===== config.mk =====
export PLATFORM = sky130hd
export DESIGN_NAME = lim_assembly_unit
export DESIGN_NICKNAME = d
export VERILOG_FILES = /design/src/rtl/lim_pkg.sv /design/src/rtl/lim_tpl_dec.sv /design/src/rtl/lim_slot_dec.sv /design/src/rtl/lim_imm_unit.sv /design/src/rtl/lim_assembly_unit.sv
export SDC_FILE = /design/constraint.sdc
export NUM_CORES = 1
export LEC_CHECK = 0
export ABC_AREA = 0
export BUFFER_PORTS_ARGS = -buffer_cell sky130_fd_sc_hd__buf_2
export CORE_MARGIN = 2
export CORE_UTILIZATION = 35
export DETAILED_ROUTE_END_ITERATION = 10
export PLACE_DENSITY = 0.61
export SLEW_MARGIN = 20
export SYNTH_ARGS = -nofsm -noshare
export SYNTH_HDL_FRONTEND = slang
export SYNTH_HIERARCHICAL = 1
export SYNTH_SLANG_ARGS = --single-unit

===== constraint.sdc =====
create_clock -name clk -period 1.85 [get_ports clk]
set_input_delay 0.37 -clock clk [delete_from_list [all_inputs] [get_ports clk]]
set_output_delay 0.37 -clock clk [all_outputs]
set_load 0.1 [all_outputs]

===== src/rtl/lim_pkg.sv =====
package lim_pkg;
    localparam int SLOT_W    = 16;
    localparam int NUM_SLOTS = 3;
    localparam int IMM_W     = 32;
    localparam int NUM_IREG  = 2;
    localparam int NUM_RD    = 2;
    localparam int SIMM_W    = 6;
    localparam int FLAG_BIT  = 6;
    localparam int TPL_W     = 2;

    typedef enum logic [TPL_W-1:0] {
        TPL_NONE = 2'd0,
        TPL_WIDE = 2'd1,
        TPL_HALF = 2'd2,
        TPL_RSVD = 2'd3
    } tpl_e;
endpackage


===== src/rtl/lim_tpl_dec.sv =====
module lim_tpl_dec
    import lim_pkg::*;
#(
    parameter int N_SLOT = NUM_SLOTS,
    parameter int S_W    = SLOT_W,
    parameter int I_W    = IMM_W
) (
    input  tpl_e                  tpl,
    input  logic [N_SLOT*S_W-1:0] slots,
    output logic [N_SLOT-1:0]     lim_mask,
    output logic                  lim_wr,
    output logic [I_W-1:0]        lim_value
);
    localparam int HI = N_SLOT - 1;
    localparam int LO = N_SLOT - 2;

    logic [S_W-1:0] hi_slot, lo_slot;

    assign hi_slot = slots[HI*S_W +: S_W];
    assign lo_slot = slots[LO*S_W +: S_W];

    always_comb begin
        lim_mask  = '0;
        lim_wr    = 1'b0;
        lim_value = '0;
        unique case (tpl)
            TPL_WIDE: begin
                lim_mask[HI] = 1'b1;
                lim_mask[LO] = 1'b1;
                lim_wr       = 1'b1;
                lim_value    = I_W'({hi_slot, lo_slot});
            end
            TPL_HALF: begin
                lim_mask[HI] = 1'b1;
                lim_wr       = 1'b1;
                lim_value    = I_W'(hi_slot);
            end
            TPL_NONE, TPL_RSVD: begin
                lim_wr = 1'b0;
            end
            default: begin
                lim_wr = 1'b0;
            end
        endcase
    end
endmodule


===== src/rtl/lim_slot_dec.sv =====
module lim_slot_dec
    import lim_pkg::*;
#(
    parameter int S_W  = SLOT_W,
    parameter int I_W  = IMM_W,
    parameter int SI_W = SIMM_W,
    parameter int FLAG = FLAG_BIT
) (
    input  logic           clk,
    input  logic           rst_n,
    input  logic           issue,
    input  logic           carries_lim,
    input  logic [S_W-1:0] slot,
    output logic           move_en,
    output logic [I_W-1:0] simm
);
    logic           is_move;
    logic [I_W-1:0] ext_value;

    assign is_move   = issue & ~carries_lim;
    assign ext_value = {{(I_W-SI_W){slot[SI_W-1]}}, slot[SI_W-1:0]};

    always_ff @(posedge clk or negedge rst_n) begin
        if (!rst_n) begin
            move_en <= 1'b0;
            simm    <= '0;
        end else begin
            move_en <= is_move;
            simm    <= (is_move && slot[FLAG]) ? ext_value : '0;
        end
    end

    assert_claimed_slot_silent_R8: assert property (@(posedge clk) disable iff (!rst_n)
        (issue && carries_lim) |=> (!move_en && simm == '0));

    assert_idle_slot_quiet_R9: assert property (@(posedge clk) disable iff (!rst_n)
        !issue |=> (!move_en && simm == '0));
endmodule


===== src/rtl/lim_imm_unit.sv =====
module lim_imm_unit
    import lim_pkg::*;
#(
    parameter int N_REG = NUM_IREG,
    parameter int I_W   = IMM_W,
    parameter int N_RD  = NUM_RD,
    parameter int IX_W  = (N_REG > 1) ? $clog2(N_REG) : 1
) (
    input  logic               clk,
    input  logic               rst_n,
    input  logic               wr_en,
    input  logic [IX_W-1:0]    wr_idx,
    input  logic [I_W-1:0]     wr_data,
    input  logic [N_RD*IX_W-1:0] rd_idx,
    output logic [N_RD*I_W-1:0]  rd_data
);
    logic [N_REG-1:0][I_W-1:0] regs;

    always_ff @(posedge clk or negedge rst_n) begin
        if (!rst_n) begin
            regs <= '0;
        end else if (wr_en) begin
            regs[wr_idx] <= wr_data;
        end
    end

    for (genvar p = 0; p < N_RD; p++) begin : g_rd
        logic [IX_W-1:0] idx;
        assign idx = rd_idx[p*IX_W +: IX_W];
        assign rd_data[p*I_W +: I_W] = (int'(idx) < N_REG) ? regs[idx] : '0;
    end

    assert_write_lands_R6: assert property (@(posedge clk) disable iff (!rst_n)
        wr_en |=> regs[$past(wr_idx)] == $past(wr_data));

    assert_hold_when_idle_R9: assert property (@(posedge clk) disable iff (!rst_n)
        !wr_en |=> $stable(regs));

    assert_reset_clear_R1: assert property (@(posedge clk) disable iff (!rst_n)
        $rose(rst_n) |-> regs == '0);
endmodule


===== src/rtl/lim_assembly_unit.sv =====
module lim_assembly_unit
    import lim_pkg::*;
#(
    parameter int N_SLOT  = NUM_SLOTS,
    parameter int S_W     = SLOT_W,
    parameter int I_W     = IMM_W,
    parameter int N_REG   = NUM_IREG,
    parameter int N_RD    = NUM_RD,
    parameter int SI_W    = SIMM_W,
    parameter int FLAG    = FLAG_BIT,
    parameter int IX_W    = (N_REG > 1) ? $clog2(N_REG) : 1,
    parameter int INSTR_W = N_SLOT*S_W + TPL_W + IX_W
) (
    input  logic                   clk,
    input  logic                   rst_n,
    input  logic                   instr_valid,
    input  logic [INSTR_W-1:0]     instr_word,
    input  logic [N_RD*IX_W-1:0]   rd_idx,
    output logic [N_RD*I_W-1:0]    rd_data,
    output logic [N_SLOT-1:0]      move_en,
    output logic [N_SLOT*I_W-1:0]  simm
);
    localparam int SLOTS_W = N_SLOT*S_W;
    localparam int TPL_LSB = SLOTS_W;
    localparam int DST_LSB = SLOTS_W + TPL_W;

    tpl_e                tpl;
    logic [IX_W-1:0]     dst_idx;
    logic [SLOTS_W-1:0]  slots;
    logic [N_SLOT-1:0]   lim_mask;
    logic                lim_wr;
    logic [I_W-1:0]      lim_value;
    logic                iu_wr;

    assign slots   = instr_word[SLOTS_W-1:0];
    assign tpl     = tpl_e'(instr_word[TPL_LSB +: TPL_W]);
    assign dst_idx = instr_word[DST_LSB +: IX_W];
    assign iu_wr   = instr_valid & lim_wr;

    lim_tpl_dec #(.N_SLOT(N_SLOT), .S_W(S_W), .I_W(I_W)) u_tpl (
        .tpl       (tpl),
        .slots     (slots),
        .lim_mask  (lim_mask),
        .lim_wr    (lim_wr),
        .lim_value (lim_value)
    );

    for (genvar k = 0; k < N_SLOT; k++) begin : g_slot
        lim_slot_dec #(.S_W(S_W), .I_W(I_W), .SI_W(SI_W), .FLAG(FLAG)) u_slot (
            .clk         (clk),
            .rst_n       (rst_n),
            .issue       (instr_valid),
            .carries_lim (lim_mask[k]),
            .slot        (slots[k*S_W +: S_W]),
            .move_en     (move_en[k]),
            .simm        (simm[k*I_W +: I_W])
        );
    end

    lim_imm_unit #(.N_REG(N_REG), .I_W(I_W), .N_RD(N_RD), .IX_W(IX_W)) u_iu (
        .clk     (clk),
        .rst_n   (rst_n),
        .wr_en   (iu_wr),
        .wr_idx  (dst_idx),
        .wr_data (lim_value),
        .rd_idx  (rd_idx),
        .rd_data (rd_data)
    );

    // a claimed slot never moves in the following cycle
    assert_claimed_lanes_off_R3: assert property (@(posedge clk) disable iff (!rst_n)
        instr_valid |=> (move_en & $past(lim_mask)) == '0);

    assert_reserved_no_write_R5: assert property (@(posedge clk) disable iff (!rst_n)
        (instr_valid && tpl == TPL_RSVD) |-> !iu_wr);

    assert_plain_all_move_R2: assert property (@(posedge clk) disable iff (!rst_n)
        (instr_valid && tpl == TPL_NONE) |=> move_en == '1);
endmodule


## After elaboration in Yosys (flattened, before gate mapping)

Cells that the tools add are included.

| cells by class | value |
|---|---|
| bitwise logic cells | 5 |
| muxes and demuxes | 14 |
| reductions and logical operators | 7 |
| order comparisons | 4 |
| equal/unequal tests | 3 |

Operator list:

| kind | count |
|---|---|
| 32-bit 2-to-1 mux | 8 |
| 64-bit bitwise mux | 1 |
| 32-bit one-hot mux with 2 select lines | 1 |
| 32-bit demux with 1-bit select | 1 |
| 1-bit by 2-bit < comparator with 1-bit output, second input constant | 3 |
| 2-bit == test, second input constant | 2 |
| 1-bit logical AND | 4 |
| 2-bit OR reduction | 2 |
| 1-bit AND | 3 |
| 2-bit by 1-bit == test with 1-bit output, second input constant | 1 |
| 2-bit zero test | 1 |
| 1-bit 2-to-1 mux | 2 |
| 1-bit inverter | 2 |
| 1-bit one-hot mux with 2 select lines | 1 |
| 1-bit >= comparator, second input constant | 1 |

| word-level totals | value |
|---|---|
| output and inout port bits | 163 |
| bits in registers | 163 |

## Depth between registers and ports, before layout

Gate-level depths: netlist of the first run.

| logic depth | value |
|---|---|
| depth in word-level cells | 7 |
| gate-level depth with buffers | 10 |
| depth with buffers taken out | 6 |

## By module

Netlist of the first run, hierarchy kept.

Modules (own cells, without submodules):

| module | instances | cells an instance | area each (um^2) |
|---|---|---|---|
| lim_imm_unit | 1 | 209 | 3221.8 |
| lim_slot_dec | 3 | 40 | 436.7 |
| lim_tpl_dec | 1 | 63 | 417.9 |
| lim_assembly_unit | 1 | 1 | 6.3 |

## Least setup slack after synthesis of the first run

No wires, ideal clock.

| path | value |
|---|---|
| kind | flip-flop to output port |
| start point | register, netlist name g_slot[0].u_slot/simm[30] |
| end point | output port simm[10] |
| path buffers | 1 |
| arrival | 1.739 ns |
| setup slack | -0.259 ns |
| data required time | 1.480 ns |
| cell stages (with the launch flop) | 2 |
| cell sequence | dfrtp_1 > buf_4 |

RTL lines:

| item | RTL line | RTL |
|---|---|---|
| end, declared | lim_assembly_unit.sv:21 | `output logic [N_SLOT*I_W-1:0] simm` |

==> results of run 1 <==
==> per-stage QoR <==
step,TNS [ns],power (mW),hold slack [ns],cell area (sq um),worst slack [ns]
6_report,0,7.987,0.3095,7028,0.06555
5_1_grt,-1.885,8.243,0.3091,7025,-0.04366
4_1_cts,0,8.048,0.3004,6965,0.05301
3_5_place_dp,0,5.898,0.3579,6595,0.03459
3_3_place_gp,0,5.864,0.3482,6595,0.06151
2_1_floorplan,0,4.789,0.07441,4999,0.01737
==> synth_stat cells (2+ instances only) <==
master,instances
nor2b_1,4
ha_1,2
dfrtp_1,85
buf_2,2
and4b_1,18
buf_4,86
inv_1,3
mux2_1,4
clkbuf_1,2
mux2_4,10
a22oi_1,12
nor2_1,16
a22oi_2,4
and2_1,17
buf_6,10
mux2_2,114
==> flip-flops by register name (all words and copies together), names as in the netlist <==
signal / flops
u_iu/regs: 64
g_slot.u_slot/move_en: 3
g_slot.u_slot/simm: 18
==> power groups by stage <==
| stage | clock [mW] | combinational, mW | sequential [mW] |
|---|---|---|---|
| 3_5_place_dp | 0 | 3.68 | 2.22 |
| 3_3_place_gp | 0 | 3.67 | 2.20 |
| 2_1_floorplan | 0 | 2.49 | 2.30 |
| 6_report | 2.13 | 3.67 | 2.19 |
| 5_1_grt | 2.24 | 3.78 | 2.22 |
| 4_1_cts | 2.17 | 3.69 | 2.19 |
==> metal layers <==
| metal | up-vias | routed length [um] | track usage [%] |
|---|---|---|---|
| met2 | 155 | 6258 | 28.56 |
| met5 | - | 0 | 0 |
| met4 | 0 | 198 | 4.972 |
| li1 | 1556 | - | - |
| met3 | 11 | 829 | 4.474 |
| met1 | 1663 | 5252 | 21.21 |
==> final timing paths <==
check                      cells past startpoint                      start  slack [ns]                  endpoint
hold / removal                                 2              instr_word[2]        0.31  g_slot[0].u_slot/simm[2]
setup / recovery                               1  g_slot[2].u_slot/simm[30]        0.07                  simm[93]
max in group asynchronous                      3                      rst_n        0.68             u_iu/regs[55]
setup reg to reg                               1              u_iu/regs[26]        1.05             u_iu/regs[26]
min in group asynchronous                      2                      rst_n        0.52             u_iu/regs[33]
hold reg to reg                                1              u_iu/regs[61]        0.52             u_iu/regs[61]
==> repair_timing <==
action                                  CTS  global route
resized for setup                         0            23
hold buffers                              1             0
endpoints found under the hold margin     6             0
endpoints found under the setup margin    0            81
==> final cells by class <==
type / instances / area (sq um)
Clock buffer: 13 / 270.3
Sequential cell: 85 / 2131
Inverter: 3 / 11.26
Clock inverter: 3 / 90.09
Timing Repair Buffer: 226 / 2250
Tap cell: 180 / 225.2
Fill cell: 1210 / 6853
Antenna cell: 2 / 5.005
Multi-Input combinational cell: 203 / 2046
==> kinds of logic (layout without fill, tap and decap cells) <==
group	count (synthesis)	after routing	share of synthesized area (%)
muxes	128	128	29.84
buffers and inverters	105	245	16.26
DFF	85	85	42.92
and+or+nand+nor	56	56	7.574
AOI/OAI and AO/OA	16	16	2.828
adders and majority gates	2	2	0.5048
other	1	3	0.07567
==> cell usage in the layout (no fill, tap or decap) <==
| cell type | netlist | final |
|---|---|---|
| and4b_1 | 18 | 18 |
| mux2_1 | 4 | 4 |
| dfrtp_1 | 85 | 82 |
| inv_1 | 3 | 1 |
| nor2_1 | 16 | 16 |
| diode_2 | 0 | 2 |
| nand2_1 | 1 | 1 |
| mux2_2 | 114 | 114 |
| ha_4 | 0 | 1 |
| conb_1 | 1 | 1 |
| buf_12 | 0 | 69 |
| and2_4 | 0 | 1 |
| mux2_4 | 10 | 10 |
| dfrtp_2 | 0 | 3 |
| clkbuf_4 | 0 | 23 |
| inv_2 | 0 | 2 |
| buf_4 | 86 | 8 |
| a22oi_1 | 12 | 12 |
| bufinv_16 | 0 | 3 |
| clkbuf_8 | 1 | 3 |
| buf_2 | 2 | 125 |
| clkbuf_16 | 0 | 9 |
| dlygate4sd3_1 | 0 | 1 |
| clkbuf_1 | 2 | 1 |
| and2_1 | 17 | 16 |
| a22oi_2 | 4 | 4 |
| ha_1 | 2 | 1 |
| nor2b_4 | 0 | 1 |
| nor2b_1 | 4 | 3 |
==> flow_metrics.tcl, run 1 <==
set metrics [dict create \
    setup_viol 0 \
    first_iter_violations 108 \
    via_per_inst 4.734 \
    synth-edff-count 0 \
    grt-ovfl-total 0 \
    fp-row-count 43 \
    path_buf_inv 1 \
    wirelength_um 12540 \
    cts_tree "done" \
    synth_top_area_cell "dfrtp_1" \
    synth.avg_cell_area_sq_um 12.61 \
    irDropWorstVdd_v 0.0005618 \
    area_delta_synth_final_pct 41.81 \
    clock.fmax_mhz 560.4 \
    required_ns 1.48 \
    yosysTopAreaCellShare_pct 42.92 \
    fin_util_pct 50.63 \
    cts_sinks 85 \
    start_util_pct 35.70 \
    p_seq_share_pct 27.4 \
    slew_viol_final 0 \
    drv_cap 0 \
    antenna_found_initial 2 \
    synth.cell_area_sq_um 4956 \
    crit_path_cell_trace "buf_2" \
    p_int_mw 4.670 \
    grt.total_usage_pct 16.89 \
    hp-class "input port to flop" \
    synth-async-reset-ratio_pct 100.0 \
    dp_hpwl_um 9481 \
    hold_viol_final 0 \
    crit_type "flop to output port" \
    power.share.clock_pct 26.6 \
    synth_cell_types 20 \
    outcome "finished clean" \
    dp_cells 696 \
    synthFlopType "dfrtp_1" \
    yosys-top-cells-area "dfrtp_1, mux2_2, buf_4" \
    crit_slowest_cell "dfrtp_2" \
    power_density_nw_per_um2 1136 \
    ant_nets 0 \
    path_clk_slew_ns 0.06 \
    p_sw_share_pct 41.53 \
    nets 586 \
    wire_per_inst_um 17.54 \
    htree_levels 3 \
    gp_congestion 0.8519 \
    worst_slew_pin_slew_ns 0.5185 \
    critical-path-max-stage-delay_ns 0.58 \
    first_pass_iters 6 \
    ys_seq_area_share_pct 42.92 \
    grt_start_max_net_pins 51 \
    vias 3385 \
    final.min_clock_period_ns 1.784 \
    postCtsSetupBuffers 0 \
    grt_first_pass_wirelength_um 19090 \
    comb_power_share_pct 45.9 \
    dieArea_sq_um 15130 \
    path_delay_family "flip-flops" \
    drc 0 \
    layout.cells.non_filler 715 \
    numCtsBuffers 9 \
    path_max_fanout 27 \
    die_height_um 123.0 \
    crit_arrival_ns 1.41 \
    max_slew_margin_pct 65.67 \
    grt_pass1_vias 3480 \
    cts_max_path_buffers 2 \
    total_switching_power_mw 3.317 \
    portBuffers 209 \
    coreArea_sq_um 13880 \
    grt_setup_unrepaired "true" \
    finalCritPeriodShare_pct 96.46 \
    critPathLaunchType "flop" \
    num_io_pins 219 \
    finClkSkew_ns 0 \
    syn-num-nets 451 \
    ys_ff_latch 85 \
    cp-end-kind "output port" \
    p_leak_nw 3.616 \
    drive_above_1_share_pct 70.54 \
    die_width_um 123.0 \
    ys_warn_count 6 \
    cts_root_buffer "clkbuf_16" \
    synthCells 393 \
    clock_latency_ns 0.33 \
]
Power figures use the tool's default switching activity.
==> run 2, diff against run 1 <==
- CORE_UTILIZATION: 35 -> 45
- PLACE_DENSITY: 0.61 -> 0.76
==> run 2 against run 1 <==
Compared with the run above: wire length is 4.0% lower; first-iteration DRC count is 51% higher; sequential cell count stayed put; critical endpoint is now rd_data[33]; largest power group unchanged.
==> flow_metrics.tcl, run 2 (synthesis gave the netlist of run 1 again) <==
set metrics [dict create \
    crit_path_cell_trace "buf_2 > buf_4 > mux2_1 > buf_2" \
    cp-end-kind "output port" \
    die_height_um 108.9 \
    layout.cells.non_filler 675 \
    area_delta_synth_final_pct 37.11 \
    fin_hold_ws_ns 0.2965 \
    vias 3427 \
    nets 587 \
    final_area_sq_um 6795 \
    grt_pass1_vias 3463 \
    outcome "finished clean" \
    largest_reg_flops 64 \
    grt-ovfl-total 0 \
    dieArea_sq_um 11870 \
    setup_viol 0 \
    wirelength_um 12040 \
    r2r-start "u_iu/regs[6]" \
    crit_arrival_ns 1.39 \
    multi_input_area_sq_um 2046 \
    crit_end "rd_data[33]" \
    drc 0 \
    required_ns 1.48 \
    fin_util_pct 62.96 \
    grt_start_max_net_pins 58 \
    reg2reg_to "u_iu/regs[6]" \
    crit_cells 4 \
    path_clk_slew_ns 0.09 \
    grt.total_usage_pct 20.48 \
    largest-register "u_iu/regs" \
    path_delay_family "buffers and inverters" \
    critPathLaunchType "input port" \
    dp_cells 657 \
    placed_area_sq_um 6528 \
    power_density_nw_per_um2 1090 \
    ant_nets 0 \
    crit_start "rd_idx[1]" \
    irDropWorstVdd_v 0.0007124 \
    coreArea_sq_um 10790 \
    start_util_pct 45.92 \
    via_per_inst 5.077 \
    rrSetupSlack_ns 1.04 \
    cts_root_buffer "clkbuf_8" \
    final_common_cell "buf_2" \
    cts_sinks 85 \
    drive_above_1_share_pct 70.79 \
    portBuffers 209 \
    grt_first_pass_wirelength_um 18460 \
    grt_setup_unrepaired "true" \
    hold_viol_final 0 \
    first_iter_violations 163 \
    finalCritPeriodShare_pct 95.09 \
    drv_cap 0 \
    cts_tree "done" \
    ff2ff_path_depth 1 \
    clock_latency_ns 0.35 \
    antenna_found_initial 2 \
    slew_viol_final 0 \
    path_max_fanout 9 \
    wire_per_inst_um 17.83 \
    clock.fmax_mhz 568.5 \
    final_cell_mix "buf_2, mux2_2, dfrtp_1, buf_12, and4b_1" \
    finClkSkew_ns 0 \
    cts_max_path_buffers 2 \
    crit_type "input port to output port" \
    htree_levels 3 \
    die_width_um 108.9 \
    crit_top_cell "buf_2" \
    numCtsBuffers 9 \
    preCtsSetupSlack_ns 0.04070 \
    fill_cells 783 \
    critical-path-max-stage-delay_ns 0.35 \
    num_io_pins 219 \
    fp-row-count 38 \
    hp-class "input port to flop" \
    gp_congestion 0.7682 \
    top_regs "u_iu/regs: 64 flops, g_slot.u_slot/simm: 18 flops, g_slot.u_slot/move_en: 3 flops" \
    final.min_clock_period_ns 1.759 \
    dp_hpwl_um 9031 \
    p_leak_nw 3.571 \
    crit_slowest_cell "mux2_1" \
    regArea_sq_um 2131 \
    final.setup.worst_slack_ns 0.09084 \
    postCtsSetupBuffers 0 \
    path_buf_inv 3 \
    first_pass_iters 4 \
]
run 2: worst min path at each step:
stage	startpoint	end	cells past startpoint
3_5_place_dp	rst_n	u_iu/regs[7]	1
2_1_floorplan	rst_n	g_slot[0].u_slot/move_en	0
5_1_grt	instr_word[5]	g_slot[0].u_slot/simm[30]	2
6_report	instr_word[5]	g_slot[0].u_slot/simm[30]	2
4_1_cts	instr_word[5]	g_slot[0].u_slot/simm[30]	2
3_3_place_gp	rst_n	u_iu/regs[8]	1
run 2: cell type report:
cell class	instances	share of cell area, %
timing repair buffer	227	32.19
sequential	85	31.36
multi-input combinational	203	30.10
tap	140	2.578
clock buffer	12	2.430
clock inverter	4	1.142
inverter	3	0.1657
antenna	1	0.03683
run 2: routing by layer:
metal	vias up	share of wire, %	GRT usage [%]
met1	1663	42	26.93
met3	22	7.4	4.304
met4	0	2.5	8.425
li1	1571	-	-
met2	171	48	32.87
met5	-	0	0
run 2: power breakdown:
group	total (mW)	switching (mW)	internal, mW
registers	2.19	0.139	2.05
logic	3.67	2.49	1.18
clock network	1.55	0.670	0.879
run 2: what timing repair did:
item	4_1_cts	5_1_grt
setup endpoints to repair	0	54
hold endpoints to repair	28	0
hold buffers	1	0
resized for setup	0	5
run 2: through the flow:
stage | total power [mW] | TNS (ns)
floorplan | 4.789 | 0
global placement | 5.847 | 0
detailed placement | 5.890 | 0
CTS | 7.457 | 0
global route | 7.637 | -1.344
finish | 7.405 | 0
